$ cat src/rtl/wdog_pkg.sv
package wdog_pkg;

    localparam int DATA_W  = 32;
    localparam int CNT_W   = 64;
    localparam int OFF_MAX = 48;

    localparam int W_CTRL   = 0;
    localparam int W_OFF_LO = 2;
    localparam int W_OFF_HI = 3;
    localparam int W_CMP_LO = 4;
    localparam int W_CMP_HI = 5;
    localparam int W_IDENT  = 15;

    typedef struct packed {
        logic              ctrl_wr;
        logic              off_lo_wr;
        logic              off_hi_wr;
        logic              kick;
        logic [DATA_W-1:0] wdata;
    } wr_strobe_t;

    typedef struct packed {
        logic en;
        logic ws0;
        logic ws1;
    } wd_flags_t;

    function automatic int off_width(input int ver);
        return (ver == 0) ? 32 : OFF_MAX;
    endfunction

    function automatic logic [DATA_W-1:0] ctrl_word(input wd_flags_t f);
        return {{(DATA_W-3){1'b0}}, f.ws1, f.ws0, f.en};
    endfunction

endpackage

$ cat src/rtl/wdog_bus_dec.sv
module wdog_bus_dec
    import wdog_pkg::*;
#(
    parameter int ADDR_W  = 4,
    parameter int VERSION = 1
) (
    input  logic                 clk,
    input  logic                 rst,
    input  logic                 bus_en,
    input  logic                 bus_wr,
    input  logic                 bus_frame,
    input  logic [ADDR_W-1:0]    bus_addr,
    input  logic [DATA_W-1:0]    bus_wdata,
    input  wd_flags_t            flags,
    input  logic [OFF_MAX-1:0]   off_q,
    input  logic [CNT_W-1:0]     wcv_q,
    output wr_strobe_t           strobe,
    output logic [DATA_W-1:0]    bus_rdata
);

    localparam logic [3:0] VER_FIELD = 4'(VERSION);

    logic [DATA_W-1:0] rd_mux;
    int                word;

    assign word = int'(bus_addr);

    always_comb begin
        strobe       = '0;
        strobe.wdata = bus_wdata;
        if (bus_en && bus_wr) begin
            if (bus_frame) begin
                strobe.kick = 1'b1;
            end else begin
                strobe.ctrl_wr   = (word == W_CTRL);
                strobe.off_lo_wr = (word == W_OFF_LO);
                strobe.off_hi_wr = (word == W_OFF_HI);
            end
        end
    end

    always_comb begin
        rd_mux = '0;
        if (!bus_frame) begin
            case (word)
                W_CTRL:   rd_mux = ctrl_word(flags);
                W_OFF_LO: rd_mux = off_q[31:0];
                W_OFF_HI: rd_mux = {16'b0, off_q[OFF_MAX-1:32]};
                W_CMP_LO: rd_mux = wcv_q[31:0];
                W_CMP_HI: rd_mux = wcv_q[CNT_W-1:32];
                W_IDENT:  rd_mux = {12'b0, VER_FIELD, 16'b0};
                default:  rd_mux = '0;
            endcase
        end
    end

    always_ff @(posedge clk) begin
        if (rst)
            bus_rdata <= '0;
        else if (bus_en && !bus_wr)
            bus_rdata <= rd_mux;
        else
            bus_rdata <= '0;
    end

    AST_KICK_FRAME_READS_ZERO: assert property (@(posedge clk) disable iff (rst)
        (bus_en && !bus_wr && bus_frame) |=> (bus_rdata == '0));
    AST_IDLE_RDATA_ZERO: assert property (@(posedge clk) disable iff (rst)
        !(bus_en && !bus_wr) |=> (bus_rdata == '0));

endmodule

$ cat src/rtl/wdog_offset.sv
module wdog_offset
    import wdog_pkg::*;
#(
    parameter int VERSION = 1
) (
    input  logic               clk,
    input  logic               rst,
    input  wr_strobe_t         strobe,
    output logic [OFF_MAX-1:0] off_q,
    output logic [OFF_MAX-1:0] off_nxt
);

    localparam int OFF_W = off_width(VERSION);

    logic [31:0]         lo_q, lo_nxt;
    logic [OFF_MAX-33:0] hi_q, hi_nxt;

    assign lo_nxt = strobe.off_lo_wr ? strobe.wdata[31:0] : lo_q;

    generate
        if (OFF_W > 32) begin : g_wide
            assign hi_nxt = strobe.off_hi_wr ? strobe.wdata[OFF_MAX-33:0] : hi_q;
        end else begin : g_narrow
            assign hi_nxt = '0;
        end
    endgenerate

    always_ff @(posedge clk) begin
        if (rst) begin
            lo_q <= '0;
            hi_q <= '0;
        end else begin
            lo_q <= lo_nxt;
            hi_q <= hi_nxt;
        end
    end

    assign off_q   = {hi_q, lo_q};
    assign off_nxt = {hi_nxt, lo_nxt};

    AST_HI_WRITE_KEEPS_LOW: assert property (@(posedge clk) disable iff (rst)
        (strobe.off_hi_wr && !strobe.off_lo_wr) |=> (off_q[31:0] == $past(off_q[31:0])));
    AST_NARROW_HI_IGNORED: assert property (@(posedge clk) disable iff (rst)
        (OFF_W == 32 && strobe.off_hi_wr) |=> $stable(off_q));

endmodule

$ cat src/rtl/wdog_stage.sv
module wdog_stage
    import wdog_pkg::*;
(
    input  logic               clk,
    input  logic               rst,
    input  wr_strobe_t         strobe,
    input  logic [OFF_MAX-1:0] off_q,
    input  logic [OFF_MAX-1:0] off_nxt,
    input  logic [CNT_W-1:0]   sys_cnt,
    output wd_flags_t          flags,
    output logic [CNT_W-1:0]   wcv_q
);

    localparam int PAD_W = CNT_W - OFF_MAX;

    logic rearm, turn_off, expired;

    assign turn_off = strobe.ctrl_wr && !strobe.wdata[0];
    assign rearm    = strobe.kick || strobe.off_lo_wr || strobe.off_hi_wr ||
                      (strobe.ctrl_wr && strobe.wdata[0]);
    assign expired  = flags.en && (sys_cnt >= wcv_q);

    always_ff @(posedge clk) begin
        if (rst) begin
            flags <= '0;
            wcv_q <= '0;
        end else if (turn_off) begin
            flags <= '0;
        end else if (rearm) begin
            if (strobe.ctrl_wr)
                flags.en <= 1'b1;
            flags.ws0 <= 1'b0;
            flags.ws1 <= 1'b0;
            wcv_q     <= sys_cnt + {{PAD_W{1'b0}}, off_nxt};
        end else if (expired) begin
            if (!flags.ws0) begin
                flags.ws0 <= 1'b1;
                wcv_q     <= sys_cnt + {{PAD_W{1'b0}}, off_q};
            end else begin
                flags.ws1 <= 1'b1;
            end
        end
    end

    AST_QUIET_WHEN_OFF: assert property (@(posedge clk) disable iff (rst)
        !flags.en |-> (!flags.ws0 && !flags.ws1));
    AST_REARM_CLEARS: assert property (@(posedge clk) disable iff (rst)
        (rearm || turn_off) |=> (!flags.ws0 && !flags.ws1));
    AST_STAGE_ORDER: assert property (@(posedge clk) disable iff (rst)
        flags.ws1 |-> flags.ws0);
    AST_WS1_STICKY: assert property (@(posedge clk) disable iff (rst)
        (flags.ws1 && !rearm && !turn_off) |=> flags.ws1);
    AST_WS0_NEEDS_EXPIRY: assert property (@(posedge clk) disable iff (rst)
        $rose(flags.ws0) |-> $past(sys_cnt >= wcv_q));

endmodule

$ cat src/rtl/wdog_two_stage.sv
module wdog_two_stage
    import wdog_pkg::*;
#(
    parameter int ADDR_W  = 4,
    parameter int VERSION = 1
) (
    input  logic              clk,
    input  logic              rst,
    input  logic              bus_en,
    input  logic              bus_wr,
    input  logic              bus_frame,
    input  logic [ADDR_W-1:0] bus_addr,
    input  logic [31:0]       bus_wdata,
    output logic [31:0]       bus_rdata,
    input  logic [63:0]       sys_cnt,
    output logic              ws0_o,
    output logic              ws1_o
);

    wr_strobe_t         strobe;
    wd_flags_t          flags;
    logic [OFF_MAX-1:0] off_q, off_nxt;
    logic [CNT_W-1:0]   wcv_q;

    wdog_bus_dec #(.ADDR_W(ADDR_W), .VERSION(VERSION)) u_dec (
        .clk       (clk),
        .rst       (rst),
        .bus_en    (bus_en),
        .bus_wr    (bus_wr),
        .bus_frame (bus_frame),
        .bus_addr  (bus_addr),
        .bus_wdata (bus_wdata),
        .flags     (flags),
        .off_q     (off_q),
        .wcv_q     (wcv_q),
        .strobe    (strobe),
        .bus_rdata (bus_rdata)
    );

    wdog_offset #(.VERSION(VERSION)) u_off (
        .clk     (clk),
        .rst     (rst),
        .strobe  (strobe),
        .off_q   (off_q),
        .off_nxt (off_nxt)
    );

    wdog_stage u_stage (
        .clk     (clk),
        .rst     (rst),
        .strobe  (strobe),
        .off_q   (off_q),
        .off_nxt (off_nxt),
        .sys_cnt (sys_cnt),
        .flags   (flags),
        .wcv_q   (wcv_q)
    );

    assign ws0_o = flags.ws0;
    assign ws1_o = flags.ws1;

endmodule

$ cat config.mk
export PLATFORM = sky130hd
export DESIGN_NAME = wdog_two_stage
export DESIGN_NICKNAME = d
export VERILOG_FILES = /design/src/rtl/wdog_pkg.sv /design/src/rtl/wdog_bus_dec.sv /design/src/rtl/wdog_offset.sv /design/src/rtl/wdog_stage.sv /design/src/rtl/wdog_two_stage.sv
export SDC_FILE = /design/constraint.sdc
export NUM_CORES = 1
export LEC_CHECK = 0
export BUFFER_PORTS_ARGS = -buffer_cell sky130_fd_sc_hd__buf_2
export CORE_ASPECT_RATIO = 1.1
export CORE_MARGIN = 2
export CORE_UTILIZATION = 30
export DETAILED_ROUTE_END_ITERATION = 8
export SLEW_MARGIN = 20
export SYNTH_ARGS = -nofsm -noshare
export SYNTH_HDL_FRONTEND = slang
export SYNTH_SLANG_ARGS = --single-unit
$ cat constraint.sdc
create_clock -name clk -period 7 [get_ports clk]
set_clock_uncertainty 0.05 [all_clocks]
set_input_delay 1.4 -clock clk [delete_from_list [all_inputs] [get_ports clk]]
set_output_delay 1.4 -clock clk [all_outputs]
set_load 0.02 [all_outputs]
==> impl_metrics.yaml, run 1 <==
power:
  pwr-share-clk_pct: 43.4
  switching_share_pct: 29.3
  powerDensity_mw_per_mm2: 173
  seqPwrFrac_pct: 41.7
  p_int_mw: 1.48
  comb_power_share_pct: 14.9
  p_leak_nw: 5.21
  p_switching_mw: 0.611
  ir_drop_mv: 0.172
  fin_total_pwr_mw: 2.09
min_path:
  hp-start: "u_stage.wcv_q[16]"
  min_path_type: "flip-flop to flip-flop"
  holdPathStages: 2
  hold_end: "u_stage.wcv_q[16]"
logic_synthesis:
  synth_area_leader_cell: "dfxtp_1"
  ys_top_cells_by_count: "dfxtp_1, nand2_1, a21oi_1"
  synth_cell_types: 67
  syn-num-nets: 1488
  synth_area_mm2: 0.0104
  synth.top_cell.area_share_pct: 28.4
  synthArstFlopShare_pct: 0
  synth-edff-count: 0
  yosysSeqAreaShare_pct: 28.4
  synthTopCellsByArea: "dfxtp_1, ha_1, a21oi_1"
  yosysMostFrequentCell: "dfxtp_1"
  ys.flop_type: "dfxtp_1"
  synth_cells: 1270
  ys.warnings.count: 0
  syn_area_per_cell_um2: 8.16
  synth-seq-cells: 147
setup_path:
  required_ps: 7240
  crit_fanout: 16
  cp-startpoint: "bus_addr[3]"
  crit_arrival_ps: 5760
  crit_path_start_kind: "input port"
  critical-path-top-delay-family: "compound AO/OA/AOI/OAI gates"
  worstReg2RegStart: "u_stage.wcv_q[44]"
  reg2reg_depth: 11
  cp-end-kind: "flip-flop"
  rrSetupSlack_ps: 2790
  path_cells: "buf_2 > nor2_1 > and2_1 > nor2b_1 > and2_1 > buf_4 > mux2_2 > ha_1 > inv_1 > fa_1 > and2b_1 > o2111ai_1 > a2111o_1 > a31oi_4 > a31oi_4 > o21ai_4 > a21oi_2 > or4_1 > a21oi_1 > nor3_1"
  slowest_stage: "a2111o_1"
  worstSetupPathType: "input port to flip-flop"
  r2r-end: "u_stage.wcv_q[56]"
  crit_path_max_incr_delay_ps: 530
  crit_buf_inv: 3
global_route:
  antenna_found_initial: 0
  use_met3_pct: 3.59
  grt_pass1_wl_mm: 53.6
  grt_pass1_vias: 9320
  grt_use_met1_pct: 25.8
  top_usage_layer: "met2"
  grt_max_degree: 66
  grt_usage_pct: 19.6
  met2_usage_pct: 32.1
  overflow: 0
floorplanning:
  std_cell_rows: 71
  die_h_um: 199
  io_pins: 139
  initial_core_util_pct: 30.4
  die_w_um: 181
  dieArea_mm2: 0.0360
  core_area_mm2: 0.0341
routing:
  num_vias: 9689
  drc: 0
  wl_per_cell_um: 19.3
  viasPerCell: 5.29
  drt_iter0_markers: 673
  first_pass_iters: 5
  ant_nets: 0
  routed_wirelength_mm: 35.3
sta:
  worst_pin_slew_ps: 1200
  fmax_mhz: 181
  rsz0062_at_grt: "false"
  setup_viol: 0
  fin_crit_sh_pct: 78.8
  tns_ps: 0
  relSlewSlack_pct: 19.3
  timing.final.crit_period_ps: 5520
  hold_viol_final: 0
  slew_viol_final: 0
clock_network:
  cts_resized: 0
  cts_tree: "yes"
  cts-root-buf: "clkbuf_16"
  htreeDepth: 4
  cts_made_buffers: 17
  cts_setup_buffers: 0
  clock_path_buffers: 2
  clock-sinks: 147
  worstSkewPairLatency_ps: 440
  hold_buffers: 0
  clk_pin_slew_worst_paths_ps: 60
finish:
  drive_gt1_share_pct: 17.9
  nFillCells: 3622
  area_growth_pct: 16.6
  ff_latch_area_mm2: 0.00294
  multi_input_area_mm2: 0.00690
  antennaDiodeCount: 0
  nets: 1599
place:
  numPortBuffers: 138
  dpl.hpwl_mm: 27.7
  gp_congestion: 0.931
status:
  status: "finished clean"
run:
  drv_cap: 0
[area by class of cell]
type                            count  area share, %
Multi-Input combinational cell    982           57.2
Sequential cell                   147           24.4
Timing Repair Buffer              152           6.69
Tap cell                          438           4.54
Clock buffer                       19           3.67
Inverter                           81           2.52
Clock inverter                     13           1.06
[cells in the final DEF (no fill, tap or decap), types with 53 or more instances in the layout]
cell type / Yosys / routed
dfxtp_1: 147 / 147
nand2_1: 145 / 144
a21oi_1: 141 / 141
buf_2: 8 / 138
ha_1: 112 / 112
inv_1: 81 / 81
nor2_1: 73 / 72
a21o_1: 64 / 64
and2_1: 55 / 55
mux2_2: 53 / 53
[power by group through the flow]
stage	registers (mW)	clock network, mW	logic, mW
after global routing	0.873	0.955	0.347
after global placement	0.889	0	0.303
after detailed placement	0.889	0	0.308
after floorplan	0.883	0	0.188
final	0.871	0.907	0.312
after CTS	0.871	0.925	0.310
[kinds of logic after synthesis]
| group | synth area share (%) |
|---|---|
| compound gates | 22.6 |
| xor+xnor | 4.57 |
| fa+ha+maj | 13.7 |
| buf+inv | 5.24 |
| flops | 28.4 |
| mux | 7.74 |
| simple gates | 17.7 |
[layer usage]
| layer | vias up | part of all wire, % | wire length, um |
|---|---|---|---|
| met5 | - | 0 | 0 |
| met4 | 0 | 3.1 | 1090 |
| met2 | 313 | 45 | 16000 |
| met1 | 4567 | 46 | 16300 |
| li1 | 4758 | - | - |
| met3 | 51 | 5.5 | 1940 |
[tightest hold or removal path, cell delays in order (launching register included)]
cell and delay (ps):
dfxtp_1 320, nand2_1 50, a21oi_1 50
[worst max path at each step]
stage | end | cells after the start
after floorplan | u_stage.wcv_q[62] | 20
after global placement | u_stage.wcv_q[62] | 20
after detailed placement | u_stage.wcv_q[62] | 20
after CTS | u_stage.wcv_q[62] | 20
after global routing | u_stage.wcv_q[62] | 20
final | u_stage.wcv_q[62] | 20
[stage by stage]
stage	worst slack (ps)	cells	area (um^2)	util, %	hold slack (ps)
6_report	1480	1832	12100	35.4	417
5_1_grt	1100	1832	12100	35.4	437
4_1_cts	1480	1832	12100	35.4	418
3_5_place_dp	1060	1800	11500	33.7	410
3_3_place_gp	1070	1800	11500	33.7	407
2_1_floorplan	1080	1270	10400	-	382
Power figures use the tool's default switching activity.
==> inputs of run 2 (changes only) <==
==> constraint.sdc (replaced) <==
create_clock -name clk -period 5.7 [get_ports clk]
set_clock_uncertainty 0.05 [all_clocks]
set_input_delay 1.14 -clock clk [delete_from_list [all_inputs] [get_ports clk]]
set_output_delay 1.14 -clock clk [all_outputs]
set_load 0.02 [all_outputs]
==> run 2 against run 1 <==
Sequential share of layout area fell by 0.26 points. Die area is the same. Non-clock buffer count rose by 12. Combinational power up 24%. Cell area is 1.1% higher. Worst setup slack got worse by 810 ps. Final cell count is 0.66% higher. Utilization up 0.38 points. Via count grew 1.1%. Wire length is 0.36% lower. First-iteration DRC count up 23%. Critical endpoint is now u_stage.wcv_q[39]. Highest routed layer unchanged.
==> impl_metrics.yaml, run 2 (synthesis gave the netlist of run 1 again) <==
global_route:
  grt_usage_pct: 19.5
  overflow: 0
  grt_pass1_vias: 9263
  grt_max_degree: 66
  grt_pass1_wl_mm: 53.8
  antenna_found_initial: 0
sta:
  relSlewSlack_pct: 34.5
  tns_ps: 0
  fin_crit_sh_pct: 88.2
  rsz0062_at_grt: "false"
  fmax_mhz: 199
  worst_pin_slew_ps: 980
  hold_viol_final: 0
  setup_viol: 0
  timing.final.crit_period_ps: 5030
  whs_ps: 412
  slew_viol_final: 0
clock_network:
  hold_buffers: 0
  cts-root-buf: "clkbuf_16"
  htreeDepth: 4
  cts_resized: 0
  clock-sinks: 147
  worstSkewPairLatency_ps: 440
  clk_pin_slew_worst_paths_ps: 70
  clock_path_buffers: 2
  cts_tree: "yes"
  cts_setup_buffers: 0
  cts_made_buffers: 17
status:
  status: "finished clean"
setup_path:
  worstSetupPathType: "input port to flip-flop"
  crit_path_start_kind: "input port"
  required_ps: 6000
  crit_arrival_ps: 5330
  path_cells: "buf_2 > nor2_1 > and2_1 > nor2b_1 > and2_1 > buf_12 > mux2_2 > ha_1 > nand3_1 > nor2_1 > nand3_1 > o211ai_1 > o21ai_1 > o31ai_1 > a31oi_1 > o21ai_1 > xnor2_1 > a211oi_1"
  cp-end-kind: "flip-flop"
  crit_fanout: 15
  slowest_stage: "o31ai_1"
  crit_path_max_incr_delay_ps: 490
routing:
  first_pass_iters: 5
  viasPerCell: 5.31
  ant_nets: 0
  wl_per_cell_um: 19.1
  routed_wirelength_mm: 35.2
  drt_iter0_markers: 826
  num_vias: 9799
  drc: 0
floorplanning:
  dieArea_mm2: 0.0360
  initial_core_util_pct: 30.4
  die_h_um: 199
  io_pins: 139
  std_cell_rows: 71
  die_w_um: 181
  core_area_mm2: 0.0341
finish:
  mostFrequentLayoutCell: "dfxtp_1"
  stdcell_area_mm2: 0.0122
  antennaDiodeCount: 0
  nets: 1611
  final_cell_mix: "dfxtp_1, nand2_1, a21oi_1"
  drive_gt1_share_pct: 18.6
  fin_cells: 1844
  area_growth_pct: 17.8
place:
  numPortBuffers: 138
  dp_cells: 1812
  gp_congestion: 0.889
  dpl.hpwl_mm: 27.7
  postPlaceCellArea_mm2: 0.0116
run:
  drv_cap: 0
min_path:
  min_path_type: "flip-flop to flip-flop"
power:
  powerDensity_mw_per_mm2: 214
  p_leak_nw: 5.30
  ir_drop_mv: 0.222
## run 2: cell count changes in the layout (fill, tap and decap cells not counted)
cell | previous run | this run
clkbuf_1 | 1 | 0
clkbuf_8 | 1 | 0
clkinvlp_4 | 5 | 0
buf_4 | 13 | 23
inv_6 | 3 | 7
buf_12 | 1 | 3
inv_8 | 1 | 4
## run 2: area by class of cell
type | instances | area [um^2]
tap | 438 | 548
fill | 3618 | 21900
clock inverter | 15 | 159
clock buffer | 17 | 425
sequential | 147 | 2940
multi-input combinational | 982 | 6900
timing repair buffer | 164 | 923
inverter | 81 | 304
## run 2: metrics by stage
| step | power [mW] | utilization [%] | setup WS, ps |
|---|---|---|---|
| floorplan | 1.32 | - | 36.5 |
| global placement | 1.47 | 34.1 | 230 |
| detailed placement | 1.47 | 34.1 | 252 |
| CTS | 2.63 | 35.8 | 680 |
| global route | 2.72 | 35.8 | 285 |
| finish | 2.61 | 35.8 | 671 |
## run 2: final timing paths
kind	from	endpoint	slack, ps	cells after the start
max	bus_addr[3]	u_stage.wcv_q[39]	670	18
min	u_stage.wcv_q[29]	u_dec.bus_rdata[29]	410	2
max reg2reg	u_stage.wcv_q[47]	u_stage.wcv_q[61]	1800	12
min reg2reg	u_stage.wcv_q[29]	u_dec.bus_rdata[29]	410	2
## run 2: power breakdown
group,internal [mW],leakage (nW),switching (mW)
Sequential,1.05,1.19,0.0200
Combinational,0.150,3.82,0.236
Clock,0.623,0.292,0.528
## run 2: critical path, delay by kind of cell
family	cells	cell delay, ps
xor gates and xnor gates	1	110
buffers and inverters	2	310
muxes	1	360
and+or+nand+nor	7	1230
AOI/OAI and AO/OA	6	1760
adders and majority gates	1	390
## run 2: layer usage
metal / global-route usage (%) / share of wire (%)
met5: 0 / 0
met4: 6.96 / 3.1
met3: 3.15 / 5.0
met2: 31.2 / 45
met1: 26.5 / 47
==> inputs of run 3 (changes only) <==
--- a/config.mk
+++ b/config.mk
@@ -5,11 +5,13 @@
 export SDC_FILE = /design/constraint.sdc
 export NUM_CORES = 1
 export LEC_CHECK = 0
+export ABC_AREA = 1
 export BUFFER_PORTS_ARGS = -buffer_cell sky130_fd_sc_hd__buf_2
 export CORE_ASPECT_RATIO = 1.1
 export CORE_MARGIN = 2
 export CORE_UTILIZATION = 30
 export DETAILED_ROUTE_END_ITERATION = 8
+export SETUP_SLACK_MARGIN = 0.1
 export SLEW_MARGIN = 20
 export SYNTH_ARGS = -nofsm -noshare
 export SYNTH_HDL_FRONTEND = slang
==> run 3 against run 2 <==
Worst setup slack gained 420 ps. Global-route usage grew 4.4 points. Register-to-register slack gained 410 ps. Clock-buffer cell count is the same. Sequential power is essentially flat. First-iteration DRC count grew 28%. Non-clock buffer count shrank 12. Final cell count grew 54%. Sequential share of layout area shrank 3.9 points. Area after synthesis grew 24%. Clock power is essentially flat. Via count grew 41%.
==> impl_metrics.yaml, run 3 <==
clock_network:
  clk_pin_slew_worst_paths_ps: 80
  cts_setup_buffers: 0
  cts_tree: "yes"
  clock_path_buffers: 2
  htreeDepth: 4
  clock-sinks: 147
  cts_resized: 0
  worstSkewPairLatency_ps: 480
  cts_made_buffers: 17
  hold_buffers: 0
  cts-root-buf: "clkbuf_16"
min_path:
  hold_end: "u_stage.flags[0]"
  holdPathStages: 2
  min_path_type: "flip-flop to flip-flop"
  hp-start: "u_stage.flags[0]"
logic_synthesis:
  syn-num-nets: 2367
  ys_top_cells_by_count: "nand2_1, inv_1, nor2_1"
  synth_cells: 2149
  synthArstFlopShare_pct: 0
  synth_cell_types: 33
  synth_xor_area_share_pct: 2.12
  synthTopCellsByArea: "dfxtp_1, nand2_1, inv_1"
  synth-edff-count: 0
  ys.flop_type: "dfxtp_1"
  synth-seq-cells: 147
  synth_area_leader_cell: "dfxtp_1"
  synth_area_mm2: 0.0128
  synth_simple_gate_area_share_pct: 34.9
  yosysMostFrequentCell: "nand2_1"
  yosysSeqAreaShare_pct: 23.0
  muxShareOfSynthArea_pct: 0
  synth_compound_area_share_pct: 14.3
  synth.top_cell.area_share_pct: 23.0
  syn_area_per_cell_um2: 5.96
  ys.warnings.count: 0
  synthAdderAreaFrac_pct: 11.1
  synth_top_family_by_area: "simple AND/OR/NAND/NOR gates"
global_route:
  grt_pass1_wl_mm: 79.5
  grt_usage_pct: 23.8
  overflow: 0
  grt_pass1_vias: 13200
  antenna_found_initial: 0
  use_met3_pct: 3.08
  met2_usage_pct: 41.7
  top_usage_layer: "met2"
  grt_max_degree: 71
  grt_use_met1_pct: 29.6
setup_path:
  critical-path-top-delay-family: "simple AND/OR/NAND/NOR gates"
  crit_buf_inv: 3
  r2r-end: "u_stage.wcv_q[57]"
  worstSetupPathType: "input port to flip-flop"
  crit_path_max_incr_delay_ps: 580
  cp-end-kind: "flip-flop"
  crit_fanout: 29
  reg2reg_depth: 12
  slowest_stage: "nor3_1"
  required_ps: 6030
  crit_arrival_ps: 4930
  path_cells: "buf_2 > nor2_1 > nand2_1 > nor2_2 > nand2_2 > buf_4 > nand2_1 > o21ai_0 > ha_1 > nand2_1 > nor2_1 > inv_1 > nor3_1 > nand3_1 > nand2_1 > nand2_1 > nand3_1 > nand2_1 > a21oi_1 > nor2_1"
  rrSetupSlack_ps: 2210
  worstReg2RegStart: "u_stage.wcv_q[46]"
  cpMostUsedCell: "nand2_1"
  crit_path_start_kind: "input port"
sta:
  worst_pin_slew_ps: 1000
  fin_crit_sh_pct: 80.8
  slew_viol_final: 0
  hold_viol_final: 0
  setup_viol: 0
  timing.final.crit_period_ps: 4610
  tns_ps: 0
  rsz0062_at_grt: "false"
  fmax_mhz: 217
  relSlewSlack_pct: 33.2
finish:
  nFillCells: 4751
  area_growth_pct: 13.9
  ff_latch_area_mm2: 0.00294
  antennaDiodeCount: 0
  multi_input_area_mm2: 0.00801
  drive_gt1_share_pct: 10.7
  mostFrequentLayoutCell: "nand2_1"
  final_cell_mix: "nand2_1, inv_1, nor2_1"
  nets: 2476
  fin_util_pct: 34.6
floorplanning:
  initial_core_util_pct: 30.4
  std_cell_rows: 79
  core_area_mm2: 0.0422
  io_pins: 139
  dieArea_mm2: 0.0444
  die_w_um: 201
  die_h_um: 221
run:
  drv_cap: 0
power:
  comb_power_share_pct: 19.0
  pwr-share-clk_pct: 42.1
  ir_drop_mv: 0.161
  seqPwrFrac_pct: 38.9
  p_leak_nw: 8.07
  switching_share_pct: 32.8
  powerDensity_mw_per_mm2: 188
  p_int_mw: 1.84
  p_switching_mw: 0.897
place:
  numPortBuffers: 138
  dpl.hpwl_mm: 43.5
  gp_congestion: 0.975
routing:
  drc: 0
  wl_per_cell_um: 18.8
  viasPerCell: 4.88
  ant_nets: 0
  routed_wirelength_mm: 53.2
  num_vias: 13800
  first_pass_iters: 6
  drt_iter0_markers: 1058
status:
  status: "finished clean"
==> run 3: changes by cell type after synthesis, sizes merged, moves of 29 or more <==
cell,previous run,this run
nor2,74,263
xnor2,36,1
nand2,145,610
and2,55,0
o21ai,36,101
mux2,65,0
a22oi,29,0
nand3,24,123
inv,81,414
a21o,64,0
==> run 3: area by class of cell <==
cell class	count	area share, %
clock buffer	17	2.91
clock inverter	15	0.986
inverter	414	10.7
multi-input combinational	1526	54.9
sequential	147	20.2
tap	567	4.86
timing repair buffer	152	5.54
==> run 3: kinds of logic after synthesis <==
family,after synthesis
xor+xnor,31
simple gates,1049
fa+ha+maj,113
compound gates,333
flops,147
buf+inv,476
==> run 3: power groups by stage <==
stage	combinational [mW]	sequential, mW	clock, mW
2_1_floorplan	0.324	1.09	0
3_5_place_dp	0.518	1.09	0
5_1_grt	0.582	1.07	1.21
3_3_place_gp	0.510	1.09	0
6_report	0.520	1.07	1.15
4_1_cts	0.521	1.07	1.18
==> run 3: worst register-to-register path, stage by stage, from the launching register on <==
cell and delay (ps):
dfxtp_1 320, inv_1 130, ha_1 330, nand2_1 80, nor4_1 850, nand2_1 250, nor2_1 150, nand2_1 80
nand2_2 130, nand3_4 90, buf_4 360, a21oi_1 480, nor2_1 80
==> run 3: worst max path at each step <==
stage	cells after the start	endpoint	startpoint
floorplan	22	u_stage.wcv_q[44]	bus_addr[3]
global placement	20	u_stage.wcv_q[43]	bus_addr[3]
detailed placement	20	u_stage.wcv_q[43]	bus_addr[3]
CTS	20	u_stage.wcv_q[43]	bus_addr[3]
global route	20	u_stage.wcv_q[43]	bus_addr[3]
finish	20	u_stage.wcv_q[43]	bus_addr[3]
==> run 3: layer usage <==
layer	wire length, um	share of wire, %
met5	0	0
met4	1920	3.6
met3	2550	4.8
met2	25300	48
met1	23400	44
==> run 3: through the flow <==
step | power (mW) | instance area (um^2) | hold WS [ps] | std cells | setup WS [ps]
after global placement | 1.60 | 14000 | 415 | 2806 | 717
after detailed placement | 1.61 | 14000 | 425 | 2806 | 714
after floorplan | 1.41 | 12800 | 411 | 2149 | 1830
after CTS | 2.76 | 14600 | 436 | 2838 | 1220
after global routing | 2.86 | 14600 | 472 | 2838 | 996
final | 2.74 | 14600 | 431 | 2838 | 1090
